--- config.mk ---
export PLATFORM = sky130hd
export DESIGN_NAME = rxslot_packer
export DESIGN_NICKNAME = d
export VERILOG_FILES = /design/src/rtl/rxslot_pkg.sv /design/src/rtl/rxslot_pick.sv /design/src/rtl/rxslot_fit.sv /design/src/rtl/rxslot_wordpack.sv /design/src/rtl/rxslot_packer.sv
export SDC_FILE = /design/constraint.sdc
export NUM_CORES = 1
export LEC_CHECK = 0
export BUFFER_PORTS_ARGS = -buffer_cell sky130_fd_sc_hd__buf_2
export CAP_MARGIN = 20
export CORE_MARGIN = 1.5
export CORE_UTILIZATION = 50
export CTS_BUF_LIST = sky130_fd_sc_hd__clkbuf_4 sky130_fd_sc_hd__clkbuf_8 sky130_fd_sc_hd__clkbuf_16
export DETAILED_ROUTE_END_ITERATION = 7
export PLACE_DENSITY = 0.72
export REMOVE_ABC_BUFFERS = 1
export SYNTH_ARGS = -nofsm -noshare
export SYNTH_HDL_FRONTEND = slang
export SYNTH_SLANG_ARGS = --single-unit
--- constraint.sdc ---
create_clock -name clk -period 6 [get_ports clk]
set_clock_uncertainty 0.2 [all_clocks]
set_input_delay 1.2 -clock clk [delete_from_list [all_inputs] [get_ports clk]]
set_output_delay 1.2 -clock clk [all_outputs]
set_load 0.01 [all_outputs]
--- src/rtl/rxslot_pkg.sv ---
package rxslot_pkg;

  typedef enum logic [1:0] {
    SZ12 = 2'b00,
    SZ18 = 2'b01,
    SZ20 = 2'b10,
    SZ16 = 2'b11
  } size_e;

  function automatic logic size_is_short(input size_e sz);
    return (sz == SZ12) || (sz == SZ16);
  endfunction

endpackage

--- src/rtl/rxslot_pick.sv ---
module rxslot_pick #(
  parameter int NSLOT = 13
) (
  input  logic [NSLOT-1:0] mask,
  output logic [NSLOT-1:0] onehot
);

  always_comb begin
    onehot = '0;
    for (int i = NSLOT - 1; i >= 0; i--) begin
      if (mask[i]) begin
        onehot    = '0;
        onehot[i] = 1'b1;
      end
    end
  end

endmodule

--- src/rtl/rxslot_fit.sv ---
module rxslot_fit
  import rxslot_pkg::*;
#(
  parameter int SLOT_W = 20
) (
  input  logic [SLOT_W-1:0] raw,
  input  size_e             size,
  output logic [SLOT_W-1:0] sample
);

  localparam int PAD12 = SLOT_W - 12;
  localparam int PAD16 = SLOT_W - 16;
  localparam int PAD18 = SLOT_W - 18;

  always_comb begin
    unique case (size)
      SZ12:    sample = raw >> PAD12;
      SZ16:    sample = raw >> PAD16;
      SZ18:    sample = raw >> PAD18;
      default: sample = raw;
    endcase
  end

endmodule

--- src/rtl/rxslot_wordpack.sv ---
module rxslot_wordpack #(
  parameter int SLOT_W = 20,
  parameter int WORD_W = 32
) (
  input  logic              clk,
  input  logic              rst_n,
  input  logic              take,
  input  logic              pair_mode,
  input  logic [SLOT_W-1:0] sample,
  output logic              word_vld,
  output logic [WORD_W-1:0] word_dat
);

  localparam int HALF_W = WORD_W / 2;
  localparam int FILL_W = WORD_W - SLOT_W;

  logic              vld_d;
  logic [WORD_W-1:0] dat_d;
  logic [HALF_W-1:0] hold_q, hold_d;
  logic              hold_v_q, hold_v_d;

  always_comb begin
    vld_d    = 1'b0;
    dat_d    = word_dat;
    hold_d   = hold_q;
    hold_v_d = hold_v_q;
    if (take) begin
      if (pair_mode) begin
        if (hold_v_q) begin
          vld_d    = 1'b1;
          dat_d    = {sample[HALF_W-1:0], hold_q};
          hold_v_d = 1'b0;
        end else begin
          hold_d   = sample[HALF_W-1:0];
          hold_v_d = 1'b1;
        end
      end else begin
        vld_d = 1'b1;
        dat_d = {{FILL_W{1'b0}}, sample};
      end
    end
  end

  always_ff @(posedge clk or negedge rst_n) begin
    if (!rst_n) begin
      word_vld <= 1'b0;
      word_dat <= '0;
      hold_q   <= '0;
      hold_v_q <= 1'b0;
    end else begin
      word_vld <= vld_d;
      if (vld_d) word_dat <= dat_d;
      if (take) begin
        hold_q   <= hold_d;
        hold_v_q <= hold_v_d;
      end
    end
  end

  AST_PAIR_LOW_HALF: assert property (@(posedge clk) disable iff (!rst_n)
    take && pair_mode && hold_v_q |=> word_vld && (word_dat[HALF_W-1:0] == $past(hold_q)));
  AST_FIRST_HALF_SILENT: assert property (@(posedge clk) disable iff (!rst_n)
    take && pair_mode && !hold_v_q |=> !word_vld);
  AST_SEP_TOP_ZERO: assert property (@(posedge clk) disable iff (!rst_n)
    take && !pair_mode |=> word_vld && (word_dat[WORD_W-1:SLOT_W] == '0));

endmodule

--- src/rtl/rxslot_packer.sv ---
module rxslot_packer
  import rxslot_pkg::*;
#(
  parameter int NSLOT  = 13,
  parameter int SLOT_W = 20,
  parameter int WORD_W = 32
) (
  input  logic                    clk,
  input  logic                    rst_n,
  input  logic                    frame_in,
  input  logic [NSLOT-1:0]        slot_tag,
  input  logic [NSLOT-1:0]        slot_en,
  input  logic [NSLOT-1:0]        slot_claim,
  input  logic [NSLOT*SLOT_W-1:0] slot_data,
  input  logic [1:0]              size_code,
  input  logic                    compact,
  input  logic                    out_stall,
  output logic                    frame_busy,
  output logic                    word_vld,
  output logic [WORD_W-1:0]       word_dat
);

  localparam int DATA_W = NSLOT * SLOT_W;

  logic [NSLOT-1:0]  mask_q, mask_d;
  logic [DATA_W-1:0] dat_q;
  size_e             size_q;
  logic              cmp_q;
  logic              accept, step, pair_mode;
  logic [NSLOT-1:0]  pick_oh;
  logic [SLOT_W-1:0] picked, sample;

  assign frame_busy = |mask_q;
  assign accept     = frame_in && !frame_busy;
  assign step       = frame_busy && !out_stall;
  assign pair_mode  = cmp_q && size_is_short(size_q);

  rxslot_pick #(.NSLOT(NSLOT)) u_pick (
    .mask   (mask_q),
    .onehot (pick_oh)
  );

  always_comb begin
    picked = '0;
    for (int s = 0; s < NSLOT; s++) begin
      if (pick_oh[s]) picked = picked | dat_q[s*SLOT_W +: SLOT_W];
    end
  end

  rxslot_fit #(.SLOT_W(SLOT_W)) u_fit (
    .raw    (picked),
    .size   (size_q),
    .sample (sample)
  );

  rxslot_wordpack #(.SLOT_W(SLOT_W), .WORD_W(WORD_W)) u_pack (
    .clk       (clk),
    .rst_n     (rst_n),
    .take      (step),
    .pair_mode (pair_mode),
    .sample    (sample),
    .word_vld  (word_vld),
    .word_dat  (word_dat)
  );

  always_comb begin
    mask_d = mask_q;
    if (accept)    mask_d = slot_tag & slot_en & ~slot_claim;
    else if (step) mask_d = mask_q & ~pick_oh;
  end

  always_ff @(posedge clk or negedge rst_n) begin
    if (!rst_n) begin
      mask_q <= '0;
      dat_q  <= '0;
      size_q <= SZ12;
      cmp_q  <= 1'b0;
    end else begin
      mask_q <= mask_d;
      if (accept) begin
        dat_q  <= slot_data;
        size_q <= size_e'(size_code);
        cmp_q  <= compact;
      end
    end
  end

  AST_IDLE_QUIET: assert property (@(posedge clk) disable iff (!rst_n)
    !frame_busy |=> !word_vld);
  AST_STALL_FREEZE: assert property (@(posedge clk) disable iff (!rst_n)
    frame_busy && out_stall |=> $stable(mask_q) && !word_vld);
  AST_ONE_SLOT_PER_STEP: assert property (@(posedge clk) disable iff (!rst_n)
    frame_busy && !out_stall |=> ($countones(mask_q) + 1 == $countones($past(mask_q))));
  AST_CLAIM_DROPPED: assert property (@(posedge clk) disable iff (!rst_n)
    frame_in && !frame_busy |=> ((mask_q & $past(slot_claim)) == '0));
  AST_BUSY_IGNORES: assert property (@(posedge clk) disable iff (!rst_n)
    frame_busy && frame_in |=> ((mask_q & ~$past(mask_q)) == '0));

endmodule

==> summary.md <==
| Metric | Value |
|---|---|
| Gate Count Post-Synth | 1125 |
| Critical Path AT | 2.59 ns |
| Routed wire length | 42900 µm |
| Min-Delay Path Class | flip-flop to flip-flop |
| Internal | 7260 µW |
| CTS sink count | 326 |
| Top_reg_cell synth | dfrtp_1 |
| CTS tree | built |
| Drt initial violations | 1039 |
| Root buf cell | clkbuf_16 |
| Total global routing overflow | 0 |
| Status | complete, no violations |
| Yosys top cell by area | dfrtp_1 |
| CP required | 4.60 ns |
| R2r startpoint | mask_q[1] |
| Placed insts | 1779 |
| Area after DPL | 16700 µm² |
| Post-synth ARST share | 100% |
| Largest net degree at the start of global routing | 120 |
| Leak pwr | 0.00826 µW |
| Reg2Reg Depth | 7 |
| Post-Syn Area | 14600 µm² |
| M2 GR Usage | 46.2% |
| Worst Path Class, Setup | flip-flop to primary output |
| Post-CTS Resized | 0 |
| Sw power | 4420 µW |
| Top cell type's share of synthesized area | 55.9% |
| PwrDens | 652 nW/µm² |
| CTS H-tree depth | 2 |
| Initial core utilization | 50.9% |
| Max incr delay on CP | 0.58 ns |
| Placer Congestion | 0.854 |
| Final cell count without fillers | 1845 |
| Vias in the first global route | 11400 |
| Worst vdd ir | 0.476 mV |
| Post-synthesis register bit count | 326 |
| DR vias | 11000 |
| Fin. max-slew vios | 0 |
| Synth warn | 0 |
| Clk Latency, worst-skew pair | 0.52 ns |
| Die Ht | 174 µm |
| Type of origin of the critical path | flip-flop |
| DRT Pass-1 Iters | 5 |
| Net count, final | 1743 |
| Overall Power | 11700 µW |
| First-pass GRT wire length | 65800 µm |
| Hold-critical path depth | 2 |
| Post-route DRC | 0 |
| Max-cap violation count | 0 |
| Combinational power share | 46.6% |
| Critical path cell sequence | buf_4 -> or4_4 -> nor4_4 -> nand2_1 -> buf_2 |
| Number of synthesized flops with an enable pin | 0 |
| Post-route minimum period | 3.99 ns |
| Sequential share of power | 33.9% |
| Post-route cell area | 17900 µm² |
| Cts bufs inserted | 36 |
| F_max | 251 MHz |
| Setup violators final | 0 |
| Crit Path Max Fanout | 28 |
| Clk pin slew, worst setup/hold paths | 0.06 ns |
| Post-synthesis sequential area ratio | 55.9% |
| I/O pin count | 340 |
| Measured slew at the worst slew-check pin | 0.951 ns |
| Fin. Hold Viols | 0 |
| Worst Hold End | u_pack.hold_q[3] |
| Tot GR Track Use | 28.6% |
| Slowest CP cell | or4_4 |
| Via/cell ratio | 5.99 |
| Final period util | 66.5% |
| Met1 Use GR | 38.0% |
| Slew HR | 36.3% |
| Worst R2R End | dat_q[218] |
| Die area | 30200 µm² |
| Mean Syn Cell Area | 13.0 µm² |
| FF-to-FF setup slack | 2.04 ns |
| Setup Total Neg Slack | 0 ns |
| Met3 global-route usage | 6.86% |
| Core region area | 28700 µm² |
| Worst setup EP type | primary output |
| Layout cell share with drive strength beyond 1 | 49.0% |
| DRT antenna net count | 0 |
| HPWL after DPL | 30700 µm |
| Cell row count | 62 |
| Clock Tree Buf Depth | 3 |
| Synth cell types | 59 |
| Buffers on Ports | 339 |
| Cts hold-fix bufs | 0 |
| Initial antenna violation count | 12 |
| Sw Ratio | 37.8% |
| GRT busiest layer | met2 |
| Setup bufs post-CTS | 0 |
| Die width | 174 µm |
| Area contributors post-synth | dfrtp_1, mux2_2, a22oi_1, clkbuf_1, a222oi_1 |
| RSZ-0062 raised after global routing | no |
| Clock share of power | 19.4% |
| Avg WL per Cell | 23.3 µm |
| Area growth, synth to finish | 22.7% |
| Min-delay src | u_pack.hold_q[3] |
[how the worst max path moves through the flow]
stage               slack [ns]  startpoint  depth (start not counted)                end
floorplan                -4.56   mask_q[0]                          4              cmp_q
global placement          2.11  mask_q[10]                          8  u_pack.hold_q[11]
detailed placement        2.13   mask_q[1]                          7         dat_q[218]
CTS                       2.02   mask_q[1]                          5         frame_busy
global route              1.88   mask_q[1]                          5         frame_busy
finish                    2.01   mask_q[1]                          5         frame_busy
[critical path: cells and delay by family, from the launching register on]
family	cells	cell delay, ns
DFF	1	0.36
and+or+nand+nor	3	1.26
buffers and inverters	2	0.43
[layer usage]
metal,vias up,share of wire [%]
met4,18,2.9
met2,463,47
met3,94,8.0
li1,4895,-
met1,5578,42
met5,-,0.23
[cells by family (layout without fill, tap and decap cells)]
logic type / after synthesis / after routing / synth area share [%]
and+or+nand+nor: 143 / 143 / 4.80
DFF: 326 / 326 / 55.9
other: 0 / 3 / 0
muxes: 272 / 272 / 21.0
adders and majority gates: 4 / 4 / 0.343
buffers and inverters: 102 / 435 / 2.86
AOI/OAI and AO/OA: 278 / 278 / 15.1
[synthesized netlist by cell type (5+ instances only)]
cell type	count
a21oi_1	21
nand2_1	66
inv_1	11
o221ai_1	10
a221oi_1	10
dfrtp_1	326
a21o_1	10
a222oi_1	25
a211o_1	9
mux2_2	271
nor2_1	29
o31ai_1	21
a22o_1	13
buf_1	5
o21ai_0	30
a32oi_1	13
nor3_1	5
nor2b_1	7
clkbuf_1	77
and3_1	13
a221o_1	21
o211ai_1	10
o22a_1	5
a22oi_1	51
[cells in the final DEF (no fill, tap or decap), types with 11 or more instances in the layout]
cell	netlist	layout
a221o_1	21	21
dfrtp_1	326	326
a32oi_1	13	13
inv_1	11	11
nand2_1	66	66
a222oi_1	25	25
o21ai_0	30	30
a22oi_1	51	51
buf_4	0	16
and3_1	13	13
nor2_1	29	29
buf_2	4	338
a21oi_1	21	21
o31ai_1	21	21
clkbuf_16	0	37
mux2_2	271	271
a22o_1	13	13
[per-stage QoR]
| stage | worst slack [ns] | hold slack (ns) | util (%) |
|---|---|---|---|
| after floorplan | -4.56 | 0.240 | - |
| after global placement | 2.11 | 0.258 | 58.0 |
| after detailed placement | 2.13 | 0.266 | 58.1 |
| after CTS | 2.02 | 0.279 | 62.4 |
| after global routing | 1.88 | 0.297 | 62.4 |
| final | 2.01 | 0.280 | 62.4 |
[flip-flops by register name, summed over array words and instances, names as in the netlist]
name             cells
u_pack.word_vld      1
u_pack.hold_q       16
size_q               2
u_pack.word_dat     32
dat_q              260
mask_q              13
cmp_q                1
u_pack.hold_v_q      1
[power groups by stage]
stage          logic (µW)  clock network [µW]  registers (µW)
6_report             5440                2270            3960
5_1_grt              5850                2400            4090
4_1_cts              5430                2310            3960
3_5_place_dp         5400                   0            4000
3_3_place_gp         5270                   0            3950
2_1_floorplan        3820                   0            3820
[layout make-up]
type | count | area, µm²
fill | 2276 | 10800
sequential | 326 | 8160
multi-input combinational | 697 | 6060
timing repair buffer | 360 | 1920
clock buffer | 53 | 1100
tap | 384 | 480
clock inverter | 10 | 136
inverter | 12 | 45.0
antenna | 3 | 7.51
(Power assumes the default switching activity.)
